[src/rtl/ptw_pkg.sv]
package ptw_pkg;
  // entry flag positions (decoded by the walker and by software tables)
  localparam int unsigned BIT_PRESENT = 0;
  localparam int unsigned BIT_WRITE   = 1;
  localparam int unsigned BIT_USER    = 2;
  localparam int unsigned BIT_ACC     = 5;
  localparam int unsigned BIT_DIRTY   = 6;
  localparam int unsigned BIT_LARGE   = 7;

  typedef enum logic [1:0] {
    CAUSE_NONE   = 2'd0,
    CAUSE_ABSENT = 2'd1,
    CAUSE_WPROT  = 2'd2,
    CAUSE_PRIV   = 2'd3
  } cause_e;

  typedef enum logic [2:0] {
    S_IDLE, S_RDIR, S_RPTE, S_WDIR, S_WPTE
  } walk_st_e;
endpackage

[src/rtl/ptw_perm.sv]
module ptw_perm
  import ptw_pkg::*;
#(
  parameter int DW = 32
) (
  input  logic [DW-1:0] entry,
  input  logic          is_write,
  input  logic          is_user,
  output cause_e        cause
);
  // presence first; remaining flags are meaningless on an absent entry
  always_comb begin
    if (!entry[BIT_PRESENT])                cause = CAUSE_ABSENT;
    else if (is_write && !entry[BIT_WRITE]) cause = CAUSE_WPROT;
    else if (is_user && !entry[BIT_USER])   cause = CAUSE_PRIV;
    else                                    cause = CAUSE_NONE;
  end
endmodule

[src/rtl/ptw_addr.sv]
module ptw_addr #(
  parameter int AW    = 32,
  parameter int OFF_W = 12
) (
  input  logic [AW-1:0] root,
  input  logic [AW-1:0] va,
  input  logic [AW-1:0] dir_ent,
  input  logic [AW-1:0] fin_ent,
  output logic [AW-1:0] dir_addr,
  output logic [AW-1:0] pte_addr,
  output logic [AW-1:0] pa_small,
  output logic [AW-1:0] pa_large
);
  localparam int IDX_W = OFF_W - 2;      // 4-byte entries fill one page
  localparam int SPAN  = IDX_W + OFF_W;  // bits covered by one directory entry

  assign dir_addr = {root[AW-1:OFF_W], va[AW-1:SPAN], 2'b00};
  assign pte_addr = {dir_ent[AW-1:OFF_W], va[SPAN-1:OFF_W], 2'b00};
  assign pa_small = {fin_ent[AW-1:OFF_W], va[OFF_W-1:0]};
  assign pa_large = {dir_ent[AW-1:SPAN], va[SPAN-1:0]};
endmodule

[src/rtl/pt_walker.sv]
module pt_walker
  import ptw_pkg::*;
#(
  parameter int AW    = 32,
  parameter int OFF_W = 12
) (
  input  logic          clk,
  input  logic          rst,
  input  logic          req_valid,
  input  logic [AW-1:0] req_va,
  input  logic          req_write,
  input  logic          req_user,
  input  logic [AW-1:0] ptbr,
  output logic          ready,
  output logic          mem_req,
  output logic          mem_we,
  output logic [AW-1:0] mem_addr,
  output logic [AW-1:0] mem_wdata,
  input  logic          mem_ack,
  input  logic [AW-1:0] mem_rdata,
  output logic          resp_valid,
  output logic          resp_fault,
  output logic [AW-1:0] resp_pa,
  output logic [1:0]    resp_cause,
  output logic [1:0]    resp_level,
  output logic [AW-1:0] resp_va
);
  walk_st_e      state;
  logic [AW-1:0] va_q, dir_q, pte_q;
  logic          wr_q, usr_q, large_q;

  logic [AW-1:0] dir_src, fin_src;
  logic [AW-1:0] dir_addr, pte_addr, pa_small, pa_large;
  cause_e        chk;

  // freshly read data is used in the cycle it arrives
  assign dir_src = (state == S_RDIR) ? mem_rdata : dir_q;
  assign fin_src = (state == S_RPTE) ? mem_rdata : pte_q;

  ptw_addr #(.AW(AW), .OFF_W(OFF_W)) u_addr (
    .root(ptbr), .va(va_q), .dir_ent(dir_src), .fin_ent(fin_src),
    .dir_addr(dir_addr), .pte_addr(pte_addr),
    .pa_small(pa_small), .pa_large(pa_large)
  );

  ptw_perm #(.DW(AW)) u_perm (
    .entry(mem_rdata), .is_write(wr_q), .is_user(usr_q), .cause(chk)
  );

  function automatic logic need_wb(input logic [AW-1:0] e, input logic last);
    return !e[BIT_ACC] || (last && wr_q && !e[BIT_DIRTY]);
  endfunction

  function automatic logic [AW-1:0] mark(input logic [AW-1:0] e, input logic last);
    logic [AW-1:0] r;
    r = e;
    r[BIT_ACC] = 1'b1;
    if (last && wr_q) r[BIT_DIRTY] = 1'b1;
    return r;
  endfunction

  assign ready   = (state == S_IDLE);
  assign mem_req = (state != S_IDLE);
  assign mem_we  = (state == S_WDIR) || (state == S_WPTE);

  always_comb begin
    mem_addr  = dir_addr;
    mem_wdata = '0;
    case (state)
      S_RPTE:  mem_addr = pte_addr;
      S_WDIR:  mem_wdata = mark(dir_q, large_q);
      S_WPTE: begin
        mem_addr  = pte_addr;
        mem_wdata = mark(pte_q, 1'b1);
      end
      default: ;
    endcase
  end

  always_ff @(posedge clk) begin
    if (rst) begin
      state      <= S_IDLE;
      va_q       <= '0;
      dir_q      <= '0;
      pte_q      <= '0;
      wr_q       <= 1'b0;
      usr_q      <= 1'b0;
      large_q    <= 1'b0;
      resp_valid <= 1'b0;
      resp_fault <= 1'b0;
      resp_pa    <= '0;
      resp_cause <= 2'd0;
      resp_level <= 2'd0;
      resp_va    <= '0;
    end else begin
      resp_valid <= 1'b0;
      case (state)
        S_IDLE: if (req_valid) begin
          va_q    <= req_va;
          wr_q    <= req_write;
          usr_q   <= req_user;
          large_q <= 1'b0;
          state   <= S_RDIR;
        end
        S_RDIR: if (mem_ack) begin
          dir_q <= mem_rdata;
          if (chk != CAUSE_NONE) begin
            state <= S_IDLE; resp_valid <= 1'b1; resp_fault <= 1'b1;
            resp_cause <= chk; resp_level <= 2'd1; resp_va <= va_q; resp_pa <= '0;
          end else if (mem_rdata[BIT_LARGE]) begin
            large_q <= 1'b1;
            if (need_wb(mem_rdata, 1'b1)) state <= S_WDIR;
            else begin
              state <= S_IDLE; resp_valid <= 1'b1; resp_fault <= 1'b0;
              resp_cause <= 2'd0; resp_level <= 2'd0; resp_va <= va_q; resp_pa <= pa_large;
            end
          end else begin
            state <= S_RPTE;
          end
        end
        S_RPTE: if (mem_ack) begin
          pte_q <= mem_rdata;
          if (chk != CAUSE_NONE) begin
            state <= S_IDLE; resp_valid <= 1'b1; resp_fault <= 1'b1;
            resp_cause <= chk; resp_level <= 2'd2; resp_va <= va_q; resp_pa <= '0;
          end else if (need_wb(dir_q, 1'b0)) begin
            state <= S_WDIR;
          end else if (need_wb(mem_rdata, 1'b1)) begin
            state <= S_WPTE;
          end else begin
            state <= S_IDLE; resp_valid <= 1'b1; resp_fault <= 1'b0;
            resp_cause <= 2'd0; resp_level <= 2'd0; resp_va <= va_q; resp_pa <= pa_small;
          end
        end
        S_WDIR: if (mem_ack) begin
          if (!large_q && need_wb(pte_q, 1'b1)) begin
            state <= S_WPTE;
          end else begin
            state <= S_IDLE; resp_valid <= 1'b1; resp_fault <= 1'b0;
            resp_cause <= 2'd0; resp_level <= 2'd0; resp_va <= va_q;
            resp_pa <= large_q ? pa_large : pa_small;
          end
        end
        S_WPTE: if (mem_ack) begin
          state <= S_IDLE; resp_valid <= 1'b1; resp_fault <= 1'b0;
          resp_cause <= 2'd0; resp_level <= 2'd0; resp_va <= va_q; resp_pa <= pa_small;
        end
        default: state <= S_IDLE;
      endcase
    end
  end
endmodule

[config.mk]
export PLATFORM = sky130hd
export DESIGN_NAME = pt_walker
export DESIGN_NICKNAME = d
export VERILOG_FILES = /design/src/rtl/ptw_pkg.sv /design/src/rtl/ptw_perm.sv /design/src/rtl/ptw_addr.sv /design/src/rtl/pt_walker.sv
export SDC_FILE = /design/constraint.sdc
export NUM_CORES = 1
export LEC_CHECK = 0
export CORE_ASPECT_RATIO = 0.6
export CORE_MARGIN = 2
export CORE_UTILIZATION = 50
export CTS_CLUSTER_SIZE = 30
export DETAILED_ROUTE_END_ITERATION = 16
export HOLD_SLACK_MARGIN = 0.08
export PLACE_DENSITY = 0.95
export RECOVER_POWER = 25
export SLEW_MARGIN = 0
export SYNTH_ARGS = -nofsm -noshare
export SYNTH_HDL_FRONTEND = slang
export SYNTH_SLANG_ARGS = --single-unit
[constraint.sdc]
create_clock -name clk -period 4.3 [get_ports clk]
set_input_delay 0.86 -clock clk [delete_from_list [all_inputs] [get_ports clk]]
set_output_delay 0.86 -clock clk [all_outputs]
set_load 0.1 [all_outputs]
### Word level (Yosys, flattened, before mapping)

Cells that the tools add are included.

* eq/ne operators: 16
* muxes and demuxes: 92
* reductions and logical operators: 29

Operators with widths (number)
* $mux W32: 25
* $pmux W32 S4: 2
* $pmux W32 S2: 1
* $mux W2: 21
* $mux W3: 11
* $mux W1: 26
* $ne A2 B2 Y1 const B: 8
* $pmux W2 S4: 2
* $pmux W3 S5: 1
* $reduce_and A10 Y1: 1
* $reduce_and A5 Y1: 2
* $pmux W1 S4: 2
* $reduce_and A8 Y1: 1
* $logic_not A1 Y1: 7
* $eq A3 B2 Y1 const B: 2
* $logic_and A1 B1 Y1: 6
* $ne A3 B2 Y1 const B: 2
* $ne A3 B3 Y1 const B: 2
* $reduce_and A2 Y1: 3
* $reduce_bool A2 Y1: 2
* $reduce_bool A4 Y1: 1
* $eq A3 B1 Y1 const B: 1
* $eq A3 B3 Y1 const B: 1
* $logic_not A3 Y1: 1
* other kinds (4): 6

* register bits: 172
* word-level logic and storage cells: 150

### Logic depth before layout (Yosys ltp)

Gate-level depths: netlist of run 1.

* depth in word-level cells: 9
* mapped depth: 9
* mapped depth without buffers: 6

### Cells and area by module

Synthesis of run 1 repeated with hierarchy kept, for this count alone.

* cell total of the unflattened synthesis: 1098
* area total of the unflattened synthesis: 9481.6 µm²

Modules (own cells, without submodules)
* pt_walker: instances 1, cells an instance 964, area an instance 8485.6 µm², seq. area each 3443.3 µm²
* ptw_addr: instances 1, cells an instance 129, area an instance 964.7 µm², seq. area each 0.0 µm²
* ptw_perm: instances 1, cells an instance 5, area an instance 31.3 µm², seq. area each 0.0 µm²

### Least setup slack after synthesis of run 1

OpenSTA, ideal clock, no wires.

* path type: register -> register
* start: reg state[2]
* end: reg resp_pa[14]
* data arrival time: 3703 ps
* slack: 512 ps
* cell stages (with the launch flop): 10
* clock period less this slack: 3788 ps
* cell sequence: dfxtp_1 > buf_2 > nor3_2 > inv_1 > nand3_1 > or2_0 > buf_2 > nor2_1 > buf_2 > a211oi_1

* cells in the longest elaborated chain, start to end: 7

Ends and longest elaborated chain
* start: declaration: line pt_walker.sv:28 `walk_st_e state;`
* start signal: assignment: line pt_walker.sv:82 `state <= S_IDLE;`
* start signal: assignment: line pt_walker.sv:103 `state <= S_RDIR;`
* start signal: assignment: line pt_walker.sv:108 `state <= S_IDLE; resp_valid <= 1'b1; resp_fault <= 1'b1;`
* $eq A3 B2 Y1: line pt_walker.sv:38, pt_walker.sv:97
* $mux W32: line pt_walker.sv:38 `assign fin_src = (state == S_RPTE) ? mem_rdata : pte_q;`
* $mux W32: line pt_walker.sv:128 `end else if (need_wb(mem_rdata, 1'b1)) begin`
* $mux W32: line pt_walker.sv:126 `end else if (need_wb(dir_q, 1'b0)) begin`
* $mux W32: line pt_walker.sv:123 `if (chk != CAUSE_NONE) begin`
* $mux W32: line pt_walker.sv:121 `S_RPTE: if (mem_ack) begin`
* $pmux W32 S4: line pt_walker.sv:97 `case (state)`
* end signal: assignment: line pt_walker.sv:141 `resp_pa <= large_q ? pa_large : pa_small;`
* end: declaration: line pt_walker.sv:23 `output logic [AW-1:0] resp_pa,`

Several ways; a longest one is shown, not always the timed one. The select of a mux whose other input is x is not followed.
A chain may end at the register's enable or synchronous reset.

### Worst setup path in the final report of run 1

* start: reg state[1]
* end: out mem_addr[9]

* cells in the longest elaborated chain, start to end: 3

Ends and longest elaborated chain
* $eq A3 B2 Y1 or $eq A3 B3 Y1 (tied branches): line pt_walker.sv:69 `case (state)`
* $reduce_or A2 Y1 (no line) (*)
* $mux W32 (*): line pt_walker.sv:69
* end: declaration: line pt_walker.sv:17 `output logic [AW-1:0] mem_addr,`

Mark *: on every way between the ends. The rest lies on a longest branch, timed or not.

==> flow_metrics.tcl, run 1 <==
set metrics [dict create \
    status "finished with violations" \
    violations "capacitance limit, slew limit" \
    synthTopCellsByCount "nand2_1, a21oi_1, dfxtp_1, clkbuf_1, o21ai_1" \
    ctsRootBufferMaster "clkbuf_16" \
    post-synth-top-area-fraction 0.4549 \
    drt-initial-drc-count 916 \
    firstDrtPassIters 9 \
    drcViolationCount 0 \
    slew_viol_final 69 \
    irDropWorstVdd_mv 0.2610 \
    cts_tree "yes" \
    ys_warn_count 0 \
    viasPerCell 5.996 \
    cts_resized 0 \
    min_period_over_period 0.8868 \
    synth_most_common_cell "nand2_1" \
    syn_area_per_cell_sq_um 8.062 \
    synth_edf_count 0 \
    vias 7873 \
    worstSkewPairLatency_ns 0.42 \
    layout.nets 1205 \
    crit_path_start_kind "flip-flop" \
    antenna_cells 0 \
    die_area_sq_mm 0.01617 \
    htreeDepth 4 \
    io_pins 239 \
    rsz0062_at_grt "no" \
    area_growth_pct 34.68 \
    drv_cap 2 \
    synthTopCellsByArea "dfxtp_1, a21oi_1, nand2_1" \
    place_congestion 0.8884 \
    path_max_fanout 40 \
    cts_setup_buffers 0 \
    grt_antenna_before_repair 0 \
    cp_slowest_stage_delay_ns 0.97 \
    overflow 0 \
    min_period_ns 3.813 \
    cts_sinks 172 \
    power_leakage_nw 3.602 \
    synth_ff_type "dfxtp_1" \
    synthArstFlopShare 0 \
    grt_max_degree 84 \
    tns_ns 0 \
    synth_top_area_cell "dfxtp_1" \
    coreArea_sq_mm 0.01463 \
    gr-usage-met1 0.4026 \
    relSlewSlack -0.2168 \
    dieHeight_um 99.31 \
    drtAntennaViolNets 0 \
    die_width_um 162.8 \
    yosysSeqAreaShare 0.4549 \
    hold_viol 0 \
    worst_slew_pin_slew_ns 1.825 \
    met3_usage 0.07423 \
    cpMaxStageDelayCell "o21ai_4" \
    clockBufferDepth 2 \
    crit_path_end_kind "output port" \
    setup_viol 0 \
    crit_required_ns 3.44 \
    io_buffers 224 \
    worstSetupPathType "reg -> out" \
    wl_per_cell_um 18.73 \
    track_usage 0.2965 \
    grt_pass1_vias 7370 \
    grt_first_pass_wirelength_um 38370 \
    core.rowCount 34 \
    timing.fmax_ghz 0.2623 \
    hp-class "reg -> reg" \
    synth_cell_type_count 48 \
    wl_um 24590 \
    design_power_total_mw 4.375 \
    syn-cell-area_sq_mm 0.007570 \
    power_density_mw_per_mm2 429.1 \
    dpl.hpwl_um 16240 \
    grt-busiest-layer "met2" \
    numCtsBuffers 17 \
    met2_usage 0.4606 \
    worstPathCellList "nand2b_1 > o21ai_4 > mux2_2 > buf_4" \
    synthCells 939 \
    cp.arrival_ns 2.95 \
    start_util 0.5173 \
    skew_ns 0.01295 \
    cts_hold_buf 0 \
    drive_gt1_frac 0.1327 \
    path_clk_slew_ns 0.07 \
    yosys_register_bits 172 \
]
logic make-up after synthesis:
group | after synthesis | synth area share
AO/OA/AOI/OAI | 319 | 0.2549
buffers and inverters | 99 | 0.06149
flip-flops | 172 | 0.4549
multiplexers | 32 | 0.04744
other | 1 | 0.0004954
AND/OR/NAND/NOR | 316 | 0.1808
final timing paths:
path	startpoint	endpoint	slack (ns)	cells after the start
min	dir_q[3]	dir_q[3]	0.46	2
max	state[1]	mem_addr[9]	0.49	4
max reg2reg	state[2]	resp_pa[25]	0.90	7
min reg2reg	dir_q[3]	dir_q[3]	0.46	2
cell usage in the layout, fill, tap and decap left out, drive strengths merged, types with 2 or more instances in the layout:
master	synthesis	final
a211oi	23	23
a21oi	175	175
a222oi	21	21
a22o	31	31
a31oi	3	3
and2	4	4
buf	42	77
clkbuf	54	21
clkdlybuf4s50	0	158
clkinv	0	4
clkinvlp	0	2
conb	1	2
dfxtp	172	172
dlygate4sd3	0	2
inv	3	9
mux2	31	31
nand2	209	209
nand2b	8	8
nand3	34	34
nand4	14	14
nor2	31	31
nor2b	2	2
nor3	5	5
nor3b	2	2
o2111ai	2	2
o21ai	55	55
o32ai	2	2
power by group:
group,internal (mW),switching (mW)
sequential,1.68,0.0732
clock,0.812,0.674
combinational,0.308,0.832
total,2.80,1.58
stage by stage:
step | worst slack, ns | cell area [sq um] | hold slack, ns | util | std cells
global route | 0.3169 | 10190 | 0.4728 | 0.6966 | 1313
finish | 0.4869 | 10190 | 0.4583 | 0.6966 | 1313
global placement | 1.001 | 9648 | 0.4417 | 0.6593 | 1282
detailed placement | 0.9470 | 9648 | 0.4465 | 0.6593 | 1282
CTS | 0.5086 | 10210 | 0.4561 | 0.6978 | 1313
floorplan | 0.5116 | 7574 | 0.4360 | - | 940
layout make-up:
cell class,count,area (sq um)
fill,1163,4439
multi-input combinational,669,3701
sequential,172,3443
timing repair buffer,240,2228
clock buffer,18,429.2
tap,198,247.7
clock inverter,13,133.9
inverter,3,11.26
metal layers:
layer	vias to the layer above	part of all wire
met5	-	0
met4	0	0.023
met3	48	0.11
met2	516	0.45
met1	3661	0.42
li1	3648	-
sequential cells by signal, indices dropped and copies added (netlist names):
signal,flops
resp_pa,32
large_q,1
resp_va,32
state,3
resp_cause,2
usr_q,1
resp_fault,1
resp_level,2
va_q,32
wr_q,1
dir_q,32
resp_valid,1
pte_q,32
critical path: cells and delay by family (launching register included):
kind	cells	cell delay, ns
compound gates	1	0.97
buf+inv	1	0.24
flops	1	0.65
mux	1	0.44
simple gates	1	0.21
Power figures use the tool's default switching activity.
==> run 2, diff against run 1 <==
--- a/config.mk
+++ b/config.mk
@@ -5,9 +5,11 @@
 export SDC_FILE = /design/constraint.sdc
 export NUM_CORES = 1
 export LEC_CHECK = 0
+export CELL_PAD_IN_SITES_DETAIL_PLACEMENT = 1
+export CELL_PAD_IN_SITES_GLOBAL_PLACEMENT = 1
 export CORE_ASPECT_RATIO = 0.6
 export CORE_MARGIN = 2
-export CORE_UTILIZATION = 50
+export CORE_UTILIZATION = 36
 export CTS_CLUSTER_SIZE = 30
 export DETAILED_ROUTE_END_ITERATION = 16
 export HOLD_SLACK_MARGIN = 0.08
==> run 2 against run 1 <==
The run still ends with capacitance limit, slew limit left. Sequential power about the same. Clock skew is 0.0039 ns lower. Largest power group unchanged. First-iteration DRC count down 35%.
==> flow_metrics.tcl, run 2 (same netlist as run 1, synthesis figures left out) <==
set metrics [dict create \
    layout.nets 1210 \
    final_common_cell "nand2_1" \
    relSlewSlack -0.2148 \
    die_area_sq_mm 0.02224 \
    hold_viol 0 \
    cts_sinks 172 \
    worst_slew_pin_slew_ns 1.822 \
    antenna_cells 0 \
    grt_antenna_before_repair 0 \
    drcViolationCount 0 \
    crit_required_ns 3.44 \
    gr-usage-met1 0.3570 \
    drv_cap 3 \
    area_growth_pct 36.71 \
    io_pins 239 \
    wl_per_cell_um 21.02 \
    track_usage 0.2629 \
    design_power_total_mw 4.510 \
    setup_viol 0 \
    irDropWorstVdd_mv 0.2613 \
    numCtsBuffers 17 \
    grt_pass1_vias 7886 \
    drt-initial-drc-count 592 \
    timing.fmax_ghz 0.2555 \
    tns_ns 0 \
    power_density_mw_per_mm2 435.8 \
    place_ws_ns 0.8295 \
    vias 7929 \
    layout_setup_ws_ns 0.3856 \
    crit_path_end_kind "output port" \
    worstSetupPathType "reg -> out" \
    rsz0062_at_grt "no" \
    skew_ns 0.009006 \
    min_period_over_period 0.9103 \
    final_util 0.4969 \
    cts_setup_buffers 0 \
    worstSkewPairLatency_ns 0.43 \
    dpl.hpwl_um 19530 \
    post-place-cells 1368 \
    viasPerCell 5.668 \
    met2_usage 0.4137 \
    coreArea_sq_mm 0.02083 \
    drtAntennaViolNets 0 \
    slew_viol_final 101 \
    cts_resized 0 \
    die_width_um 191.2 \
    path_max_fanout 22 \
    regToRegSetupSlack_ns 0.63 \
    start_util 0.3635 \
    met3_usage 0.06280 \
    cp.arrival_ns 3.05 \
    firstDrtPassIters 7 \
    instances_no_fill 1399 \
    clockBufferDepth 2 \
    grt_max_degree 132 \
    place_congestion 0.8662 \
    ctsRootBufferMaster "clkbuf_16" \
    core.rowCount 41 \
    htreeDepth 4 \
    grt-busiest-layer "met2" \
    io_buffers 224 \
    most-common-layout-cells "nand2_1, a21oi_1, dfxtp_1, clkdlybuf4s50_1, buf_4" \
    power_leakage_nw 3.630 \
    overflow 0 \
    drive_gt1_frac 0.1348 \
    hp-class "reg -> reg" \
    min_period_ns 3.914 \
    cts_hold_buf 0 \
    path_clk_slew_ns 0.06 \
    dieHeight_um 116.3 \
    status "finished with violations" \
    violations "capacitance limit, slew limit" \
    cts_tree "yes" \
    grt_first_pass_wirelength_um 45050 \
    crit_path_start_kind "flip-flop" \
    wl_um 29410 \
]
[run 2: layout make-up]
cell class,instances,area [sq um]
multi-input combinational,669,3691
clock buffer,20,456.7
sequential,172,3443
tap,279,349.1
fill,2487,10480
clock inverter,11,143.9
timing repair buffer,245,2253
inverter,3,11.26
[run 2: power breakdown]
| part | internal [mW] | switching, mW |
|---|---|---|
| Combinational | 0.307 | 0.856 |
| Sequential | 1.68 | 0.0750 |
| Clock | 0.940 | 0.656 |
| Total | 2.92 | 1.59 |
[run 2: stage by stage]
stage | hold WS [ns] | area [sq um]
2_1_floorplan | 0.4360 | 7574
3_3_place_gp | 0.4416 | 9778
3_5_place_dp | 0.4472 | 9778
4_1_cts | 0.4559 | 10380
5_1_grt | 0.4822 | 10350
6_report | 0.4551 | 10350
[run 2: path summary, 6_finish.rpt]
check	cells past startpoint	endpoint	from
worst max-delay path	5	mem_addr[24]	state[1]
worst min-delay path	2	dir_q[9]	dir_q[9]
worst max register to register	6	resp_va[28]	state[0]
worst min register to register	2	dir_q[9]	dir_q[9]
[run 2: worst max-delay path, stage by stage, from the launching register on]
cell and delay, ns:
dfxtp_1 0.68, nand2b_1 0.22, o21ai_4 0.70, buf_4 0.39, mux2_2 0.38, buf_4 0.24
[run 2: metal layers]
metal,part of all wire,vias up
met5,0,-
met1,0.45,3935
met2,0.46,289
li1,-,3663
met3,0.067,42
met4,0.016,0
